**src/rtl/phy_pwrup_pkg.sv**
```systemverilog
package phy_pwrup_pkg;

  typedef enum logic [2:0] {
    S_IDLE  = 3'd0,
    S_ALL   = 3'd1,
    S_DPD   = 3'd2,
    S_WBG   = 3'd3,
    S_WCORE = 3'd4,
    S_WPORT = 3'd5
  } seq_st_t;

  typedef enum logic [2:0] {
    A_HOLD = 3'd0,
    A_ALL  = 3'd1,
    A_DPD  = 3'd2,
    A_BG   = 3'd3,
    A_CORE = 3'd4,
    A_PORT = 3'd5
  } pd_act_t;

  typedef struct packed {
    logic port;
    logic pll;
    logic bg;
    logic vco;
    logic cap;
    logic dpd;
    logic cal;
  } pd_vec_t;

endpackage

```
**src/rtl/pwrup_tick_timer.sv**
```systemverilog
module pwrup_tick_timer #(
  parameter int CNT_W = 8
) (
  input  logic             clk,
  input  logic             rst_n,
  input  logic             load_i,
  input  logic [CNT_W-1:0] load_val_i,
  input  logic             tick_i,
  output logic             fire_o
);

  logic [CNT_W-1:0] cnt_q, cnt_d;

  // load wins over a tick on the same edge
  always_comb begin
    cnt_d = cnt_q;
    if (load_i)
      cnt_d = load_val_i;
    else if (tick_i && (cnt_q != '0))
      cnt_d = cnt_q - 1'b1;
  end

  always_ff @(posedge clk or negedge rst_n) begin
    if (!rst_n) cnt_q <= '0;
    else        cnt_q <= cnt_d;
  end

  assign fire_o = tick_i && (cnt_q == CNT_W'(1));

  // an expired counter stays at rest until reloaded
  a_r4_timer_floor: assert property (@(posedge clk) disable iff (!rst_n)
    (!load_i && cnt_q == '0) |=> (cnt_q == '0));

endmodule

```
**src/rtl/pwrup_pd_bank.sv**
```systemverilog
module pwrup_pd_bank
  import phy_pwrup_pkg::*;
(
  input  logic    clk,
  input  logic    rst_n,
  input  pd_act_t act_i,
  output pd_vec_t pd_o
);

  pd_vec_t pd_q, pd_d;

  always_comb begin
    pd_d = pd_q;
    case (act_i)
      A_ALL:  pd_d = '1;
      A_DPD:  pd_d.dpd = 1'b0;
      A_BG:   pd_d.bg  = 1'b0;
      A_CORE: begin
        pd_d.pll = 1'b0;
        pd_d.vco = 1'b0;
        pd_d.cap = 1'b0;
      end
      A_PORT: pd_d.port = 1'b0;
      default: pd_d = pd_q;
    endcase
  end

  always_ff @(posedge clk or negedge rst_n) begin
    if (!rst_n) pd_q <= '1;
    else        pd_q <= pd_d;
  end

  assign pd_o = pd_q;

  // deep power-down leaves first, alone
  a_r3_dpd_alone: assert property (@(posedge clk) disable iff (!rst_n)
    $fell(pd_q.dpd) |-> (pd_q.port && pd_q.pll && pd_q.bg && pd_q.vco && pd_q.cap));

  // PLL, VCO and capacitor released on one edge
  a_r5_core_together: assert property (@(posedge clk) disable iff (!rst_n)
    $fell(pd_q.pll) |-> ($fell(pd_q.vco) && $fell(pd_q.cap) && !pd_q.bg));

  // port goes last and calibration stays down
  a_r6_port_last: assert property (@(posedge clk) disable iff (!rst_n)
    $fell(pd_q.port) |-> (!pd_q.pll && !pd_q.bg && !pd_q.dpd && pd_q.cal));

  // no control is reasserted once released
  a_r11_no_reassert: assert property (@(posedge clk) disable iff (!rst_n)
    1'b1 |=> ((~$past(pd_q)) & pd_q) == '0);

endmodule

```
**src/rtl/phy_pwrup_seq.sv**
```systemverilog
module phy_pwrup_seq
  import phy_pwrup_pkg::*;
#(
  parameter int             SPD_W    = 8,
  parameter logic [SPD_W-1:0] SPD_LOW  = 8'h06,
  parameter logic [SPD_W-1:0] SPD_LVDS = 8'h07,
  parameter int             DLY_DPD  = 15,
  parameter int             DLY_BG   = 25,
  parameter int             DLY_CORE = 225
) (
  input  logic             clk,
  input  logic             rst_n,
  input  logic             start_i,
  input  logic             lvds_mode_i,
  input  logic             lane0_up_i,
  input  logic             us_tick_i,
  output logic [SPD_W-1:0] spd_sel_o,
  output logic             pd_port_o,
  output logic             pd_pll_o,
  output logic             pd_bg_o,
  output logic             pd_vco_o,
  output logic             pd_cap_o,
  output logic             io_dpd_o,
  output logic             pd_cal_o,
  output logic             busy_o,
  output logic             done_o,
  output logic             powered_o
);

  localparam int DLY_M1  = (DLY_DPD > DLY_BG) ? DLY_DPD : DLY_BG;
  localparam int DLY_MAX = (DLY_M1 > DLY_CORE) ? DLY_M1 : DLY_CORE;
  localparam int CNT_W   = $clog2(DLY_MAX + 1);

  seq_st_t          st_q, st_d;
  logic [SPD_W-1:0] spd_q, spd_d;
  logic             pwr_q, pwr_d;
  logic             done_q, done_d;
  pd_act_t          act;
  logic             tmr_load;
  logic [CNT_W-1:0] tmr_val;
  logic             tmr_fire;
  logic             skip;
  pd_vec_t          pd;

  assign skip = pwr_q | lane0_up_i;

  // next-state and action decode
  always_comb begin
    st_d     = st_q;
    spd_d    = spd_q;
    pwr_d    = pwr_q;
    done_d   = 1'b0;
    act      = A_HOLD;
    tmr_load = 1'b0;
    tmr_val  = '0;
    case (st_q)
      S_IDLE: begin
        if (start_i) begin
          if (skip) begin
            done_d = 1'b1;
          end else begin
            spd_d = lvds_mode_i ? SPD_LVDS : SPD_LOW;
            st_d  = S_ALL;
          end
        end
      end
      S_ALL: begin
        act  = A_ALL;
        st_d = S_DPD;
      end
      S_DPD: begin
        act      = A_DPD;
        tmr_load = 1'b1;
        tmr_val  = CNT_W'(DLY_DPD);
        st_d     = S_WBG;
      end
      S_WBG: begin
        if (tmr_fire) begin
          act      = A_BG;
          tmr_load = 1'b1;
          tmr_val  = CNT_W'(DLY_BG);
          st_d     = S_WCORE;
        end
      end
      S_WCORE: begin
        if (tmr_fire) begin
          act      = A_CORE;
          tmr_load = 1'b1;
          tmr_val  = CNT_W'(DLY_CORE);
          st_d     = S_WPORT;
        end
      end
      S_WPORT: begin
        if (tmr_fire) begin
          act    = A_PORT;
          pwr_d  = 1'b1;
          done_d = 1'b1;
          st_d   = S_IDLE;
        end
      end
      default: st_d = S_IDLE;
    endcase
  end

  always_ff @(posedge clk or negedge rst_n) begin
    if (!rst_n) begin
      st_q   <= S_IDLE;
      spd_q  <= '0;
      pwr_q  <= 1'b0;
      done_q <= 1'b0;
    end else begin
      st_q   <= st_d;
      spd_q  <= spd_d;
      pwr_q  <= pwr_d;
      done_q <= done_d;
    end
  end

  pwrup_tick_timer #(.CNT_W(CNT_W)) u_timer (
    .clk        (clk),
    .rst_n      (rst_n),
    .load_i     (tmr_load),
    .load_val_i (tmr_val),
    .tick_i     (us_tick_i),
    .fire_o     (tmr_fire)
  );

  pwrup_pd_bank u_bank (
    .clk   (clk),
    .rst_n (rst_n),
    .act_i (act),
    .pd_o  (pd)
  );

  assign spd_sel_o = spd_q;
  assign pd_port_o = pd.port;
  assign pd_pll_o  = pd.pll;
  assign pd_bg_o   = pd.bg;
  assign pd_vco_o  = pd.vco;
  assign pd_cap_o  = pd.cap;
  assign io_dpd_o  = pd.dpd;
  assign pd_cal_o  = pd.cal;
  assign busy_o    = (st_q != S_IDLE);
  assign done_o    = done_q;
  assign powered_o = pwr_q;

  // done lasts one cycle
  a_r7_done_pulse: assert property (@(posedge clk) disable iff (!rst_n)
    done_o |=> !done_o);

  // powered flag is sticky
  a_r7_powered_sticky: assert property (@(posedge clk) disable iff (!rst_n)
    powered_o |=> powered_o);

  // done never overlaps busy
  a_r8_done_idle: assert property (@(posedge clk) disable iff (!rst_n)
    done_o |-> !busy_o);

  // skipped request acknowledges with no output change
  a_r9_skip_quiet: assert property (@(posedge clk) disable iff (!rst_n)
    (st_q == S_IDLE && start_i && skip) |=>
      (done_o && !busy_o && $stable(pd) && $stable(spd_q)));

  // start while running neither restarts nor ends the run
  a_r10_busy_hold: assert property (@(posedge clk) disable iff (!rst_n)
    (busy_o && start_i && !tmr_fire) |=> (busy_o && $stable(spd_q)));

endmodule

```
**config.mk**
```make
export PLATFORM = sky130hd
export DESIGN_NAME = phy_pwrup_seq
export DESIGN_NICKNAME = d
export VERILOG_FILES = /design/src/rtl/phy_pwrup_pkg.sv /design/src/rtl/pwrup_tick_timer.sv /design/src/rtl/pwrup_pd_bank.sv /design/src/rtl/phy_pwrup_seq.sv
export SDC_FILE = /design/constraint.sdc
export NUM_CORES = 1
export LEC_CHECK = 0
export ABC_AREA = 0
export BUFFER_PORTS_ARGS = -buffer_cell sky130_fd_sc_hd__buf_2
export CORE_AREA = 2 2 52 54
export CTS_CLUSTER_SIZE = 20
export DETAILED_ROUTE_END_ITERATION = 10
export DIE_AREA = 0 0 54 56
export PLACE_DENSITY = 0.67
export SLEW_MARGIN = 20
export SYNTH_ARGS = -nofsm -noshare
export SYNTH_HDL_FRONTEND = slang
export SYNTH_SLANG_ARGS = --single-unit
```
**constraint.sdc**
```tcl
create_clock -name clk -period 3.8 [get_ports clk]
set_input_delay 0.57 -clock clk [delete_from_list [all_inputs] [get_ports clk]]
set_output_delay 0.57 -clock clk [all_outputs]
set_load 0.01 [all_outputs]
```
==> flow_metrics.py, run 1 <==
metrics = {
    "synthesis": {
        "syn_area_mm2": 0.00108,
        "syn_inst": 115,
        "synth_seq_area_share_pct": 44.5,
        "synth_top_area_share_pct": 34.8,
        "yosysWarnings": 0,
        "synth_edf_count": 0,
        "syn_area_per_cell_um2": 9.38,
        "synthFlopType": "dfrtp_1",
        "ys_types": 35,
        "ys_seq_elements": 19,
        "synth_area_leader_cell": "dfrtp_1",
        "async_reset_ff_share_pct": 100,
        "yosys-top-cells-area": "dfrtp_1, dfstp_2, buf_4",
    },
    "critical_path": {
        "crit_arrival_ps": 2130,
        "crit_chain": "or4_4 > o31ai_2 > nor4_1 > xor2_1 > a21o_1",
        "startpoint_type": "flop",
        "critPathMaxStageDelay_ps": 580,
        "crit_path_top_delay_cell": "or4_4",
        "worstSetupPathType": "reg2reg",
        "crit_start": "u_timer.cnt_q[4]",
        "required_ps": 4010,
        "reg2reg_slack_ps": 1870,
        "critical_path.endpoint": "u_timer.cnt_q[3]",
        "path_max_fanout": 6,
        "worstReg2RegEnd": "u_timer.cnt_q[3]",
        "setup.worst_path.end_class": "flop",
        "timing.rr.start": "u_timer.cnt_q[4]",
        "ff2ff_path_depth": 5,
    },
    "detailed_routing": {
        "ant_nets": 0,
        "wl_per_cell_um": 13.1,
        "drt_wl_total_um": 2070,
        "route.detailed.drc": 0,
        "drtIter0Drc": 23,
        "via_count": 819,
        "firstDrtPassIters": 4,
        "via_per_inst": 5.18,
    },
    "clocking": {
        "clock_latency_ps": 310,
        "post_cts_resized": 0,
        "cts_sinks": 19,
        "cts_setup_buffers": 0,
        "cts_htree_levels": 1,
        "cts_hold_buf": 0,
        "cts_tree": "done",
        "cts_made_buffers": 3,
        "cts_buffer_depth": 2,
        "clk_pin_slew_ps": 130,
        "cts_root_buf": "clkbuf_4",
    },
    "min_path": {
        "min_path_type": "in2async",
    },
    "floorplanning": {
        "core_mm2": 0.00243,
        "chipWidth_um": 54,
        "die_y_um": 56,
        "ios": 24,
        "die-area_mm2": 0.00302,
        "rows": 18,
        "start_util_pct": 44.3,
    },
    "layout": {
        "diodes": 0,
        "nNetsFinal": 138,
        "drive_gt1_share_pct": 24.2,
        "syn_to_final_growth_pct": 8.24,
    },
    "grt": {
        "grt_max_degree": 20,
        "grt_pass1_wl_um": 3590,
        "grt_remaining_overflow": 0,
        "grt_pass1_vias": 793,
        "grt_antenna_before_repair": 0,
        "grt_usage_pct": 15.9,
    },
    "place": {
        "dp_hpwl_um": 1520,
        "numPortBuffers": 17,
        "gp_routability_congestion": 0.777,
    },
    "sta": {
        "skew_ps": 12.6,
        "timing.fmax_mhz": 519,
        "drv_slew": 0,
        "finalSetupViolCount": 0,
        "hold_violations": 0,
        "period_minus_slack_ps": 1930,
        "rsz0062_at_grt": "no",
        "layout_worst_path_cycle_share_pct": 50.7,
        "finalSetupTns_ps": 0,
    },
    "status": {
        "status": "finished clean",
    },
    "pwr": {
        "leakage_nw": 0.522,
        "power_density_mw_per_mm2": 586,
        "finalPower_uw": 684,
        "vdd_drop_max_uv": 328,
    },
    "run": {
        "cap_viol_max_count": 0,
    },
}
==> area by class of cell <==
class / count / area, um^2
Fill cell: 248 / 1260
Sequential cell: 19 / 480
Multi-Input combinational cell: 85 / 523
Timing Repair Buffer: 17 / 85.1
Clock inverter: 1 / 7.51
Tap cell: 30 / 37.5
Clock buffer: 3 / 22.5
Inverter: 3 / 11.3
==> state kept, by name, indices dropped and copies added, names as in the netlist <==
name / count
u_timer.cnt_q: 8
u_bank.pd_o: 4
st_q: 3
spd_sel_o: 2
done_o: 1
powered_o: 1
==> cell usage after synthesis, drive strengths merged, types with 3 or more instances <==
master	count
o21ai	10
dfrtp	15
inv	3
clkbuf	3
nor3	3
ha	3
buf	9
nor4	3
nor2	12
nand2b	6
dfstp	4
xnor2	3
o22a	3
nand2	11
a21oi	5
==> stage by stage <==
step / util (%) / instance area [um^2] / setup slack, ps / instances / hold slack (ps)
finish: 48.0 / 1170 / 1870 / 158 / 173
CTS: 48.0 / 1170 / 1880 / 158 / 186
floorplan: - / 1090 / 1990 / 119 / 274
global placement: 46.8 / 1140 / 1910 / 154 / 461
global route: 48.0 / 1170 / 1810 / 158 / 193
detailed placement: 46.8 / 1140 / 1910 / 154 / 459
==> power by group <==
part	internal (mW)	switching (mW)	leakage (nW)
logic	0.107	0.121	0.285
clock network	0.0402	0.0702	0.0139
registers	0.269	0.0771	0.223
==> worst min-delay path by stage <==
stage | from | endpoint | slack (ps)
floorplan | rst_n | done_o | 270
global placement | u_bank.pd_o[3] | u_bank.pd_o[3] | 460
detailed placement | u_bank.pd_o[3] | u_bank.pd_o[3] | 460
CTS | rst_n | u_timer.cnt_q[4] | 190
global route | rst_n | st_q[1] | 190
finish | rst_n | u_timer.cnt_q[4] | 170
==> cells in the final DEF (no fill, tap or decap), types with 4 or more instances in the layout <==
cell / n
o21ai_0: 9
nand2_1: 11
nand2b_1: 6
conb_1: 6
buf_2: 17
a21oi_1: 5
nor2_1: 12
dfrtp_1: 15
dfstp_2: 4
==> worst max-delay path, delay by kind of cell, from the launching register on <==
kind             cells  cell delay, ps
AND/OR/NAND/NOR      2             680
flip-flops           1             470
XOR/XNOR             1             150
AO/OA/AOI/OAI        2             520
==> logic make-up after synthesis <==
family	count (synthesis)	synth area share (%)
XOR/XNOR	5	4.06
flip-flops	19	44.5
buffers and inverters	15	8.35
adder cells (fa/ha/maj)	3	3.48
AND/OR/NAND/NOR	42	20.2
AO/OA/AOI/OAI	28	17.6
multiplexers	1	1.04
other	2	0.696
==> per-layer routing <==
layer	GRT usage (%)	vias to the layer above	part of all wire [%]
li1	-	416	-
met1	21.1	380	45
met2	25.3	23	49
met3	5.65	0	6.5
met4	2.14	0	0
met5	0	-	0
(Power assumes the default switching activity.)
==> inputs of run 2 (changes only) <==
==> constraint.sdc (replaced) <==
create_clock -name clk -period 2 [get_ports clk]
set_input_delay 0.3 -clock clk [delete_from_list [all_inputs] [get_ports clk]]
set_output_delay 0.3 -clock clk [all_outputs]
set_load 0.01 [all_outputs]
==> run 2 against run 1 <==
Against the previous run:
- cell area grew 2.6%
- sequential share of layout area shrank 1.0 points
- die area is the same
- register-to-register slack lost 1700 ps
- flip-flop and latch count is the same
- total power grew 89%
- sequential power grew 87%
==> flow_metrics.py, run 2 (same netlist as run 1, synthesis figures left out) <==
metrics = {
    "clocking": {
        "cts_sinks": 19,
        "cts_buffer_depth": 2,
        "clk_pin_slew_ps": 110,
        "clock_latency_ps": 290,
        "cts_made_buffers": 3,
        "cts_tree": "done",
        "cts_root_buf": "clkbuf_4",
        "cts_htree_levels": 1,
    },
    "layout": {
        "mostFrequentLayoutCells": "buf_2, dfrtp_1, nor2_1",
        "postLayoutCoreUtil_pct": 49.2,
        "diodes": 0,
        "largest-register": "u_timer.cnt_q",
        "nNetsFinal": 142,
        "syn_to_final_growth_pct": 11.0,
        "largest_reg_flops": 8,
        "final_common_cell": "buf_2",
        "multi_input_area_um2": 523,
        "seq_area_um2": 480,
        "drive_gt1_share_pct": 25.8,
        "nFillCells": 252,
    },
    "sta": {
        "hold_violations": 0,
        "layout_worst_path_cycle_share_pct": 93.7,
        "drv_slew": 0,
        "rsz0062_at_grt": "no",
        "timing.fmax_mhz": 534,
        "finalSetupViolCount": 0,
        "setup_ws_ps": 127,
        "period_minus_slack_ps": 1870,
        "finalSetupTns_ps": 0,
        "skew_ps": 4.78,
    },
    "floorplanning": {
        "start_util_pct": 44.3,
        "rows": 18,
        "die_y_um": 56,
        "die-area_mm2": 0.00302,
        "ios": 24,
        "chipWidth_um": 54,
        "core_mm2": 0.00243,
    },
    "detailed_routing": {
        "via_per_inst": 5.27,
        "drt_wl_total_um": 2100,
        "drtIter0Drc": 16,
        "wl_per_cell_um": 13.0,
        "firstDrtPassIters": 4,
        "via_count": 853,
        "route.detailed.drc": 0,
        "ant_nets": 0,
    },
    "place": {
        "dp_hpwl_um": 1580,
        "place_ws_ps": 151,
        "numPortBuffers": 17,
        "gp_routability_congestion": 0.862,
    },
    "min_path": {
        "min_path_cells": 2,
        "holdPathEnd": "spd_sel_o[0]",
        "hold_start": "lvds_mode_i",
        "min_path_type": "in2reg",
    },
    "grt": {
        "grt_antenna_before_repair": 0,
        "grt_pass1_wl_um": 3770,
        "grt_usage_pct": 16.4,
        "grt_max_degree": 20,
        "grt_remaining_overflow": 0,
        "grt_pass1_vias": 874,
    },
    "critical_path": {
        "ff2ff_path_depth": 4,
        "setup.worst_path.end_class": "flop",
        "crit_start": "u_timer.cnt_q[5]",
        "required_ps": 2190,
        "path_max_fanout": 6,
        "worstSetupPathType": "reg2reg",
        "reg2reg_slack_ps": 130,
        "timing.rr.start": "u_timer.cnt_q[5]",
        "startpoint_type": "flop",
        "worstReg2RegEnd": "u_timer.cnt_q[2]",
        "crit_arrival_ps": 2060,
    },
    "pwr": {
        "seqPwrFrac_pct": 50.2,
        "p_switching_uw": 489,
        "power_frac_comb_pct": 35.4,
        "finalPower_mw": 1.29,
        "p_sw_share_pct": 37.9,
        "leakage_nw": 0.544,
        "power_density_mw_per_mm2": 1080,
        "p_int_uw": 802,
        "vdd_drop_max_uv": 734,
        "clockPowerShare_pct": 14.4,
    },
    "run": {
        "cap_viol_max_count": 0,
    },
    "status": {
        "status": "finished clean",
    },
}
-- run 2: routing by layer --
layer	track usage [%]	wire length, um	vias up	share of wire [%]
met5	0	0	-	0
met4	5.00	0	0	0
met3	3.23	77	0	3.7
met2	27.2	1060	18	50
met1	21.0	963	417	46
li1	-	-	418	-
-- run 2: cell type report --
type | count | share of cell area (%)
multi-input cells | 85 | 43.7
clock inverters | 1 | 0.418
inverters | 3 | 0.940
repair buffers | 21 | 9.82
well taps | 30 | 3.13
flip-flops and latches | 19 | 40.1
clock buffers | 3 | 1.88
-- run 2: per-stage QoR --
step	hold slack [ps]	area (um^2)	std cells
2_1_floorplan	4.41	1090	119
3_3_place_gp	264	1160	157
3_5_place_dp	268	1160	157
4_1_cts	221	1200	162
5_1_grt	210	1200	162
6_report	238	1200	162
-- run 2: worst max-delay path by stage --
stage                                  end  slack (ps)  depth (start not counted)
after detailed placement  u_timer.cnt_q[2]         150                          4
after floorplan           u_timer.cnt_q[2]         190                          4
final                     u_timer.cnt_q[2]         130                          4
after global placement    u_timer.cnt_q[2]         190                          4
after CTS                 u_timer.cnt_q[2]         120                          4
after global routing      u_timer.cnt_q[4]          10                          6
-- run 2: worst max-delay path, cell delays in order, from the launching register on --
cell	delay, ps
dfrtp_1	440
or4_4	550
o31a_1	380
o22a_1	240
o22a_1	170
-- run 2: power by group through the flow --
stage / Sequential, mW / Combinational, mW / Clock, mW
after floorplan: 0.631 / 0.346 / 0
after global placement: 0.649 / 0.446 / 0
after detailed placement: 0.653 / 0.457 / 0
after CTS: 0.646 / 0.461 / 0.201
final: 0.648 / 0.456 / 0.186
after global routing: 0.663 / 0.520 / 0.220
-- run 2: what timing repair did --
item                       CTS  global route
hold buffers                 1             0
gates resized for setup      0             0
hold endpoints to repair    15             0
setup endpoints to repair    0             0
buffers inserted             0             0
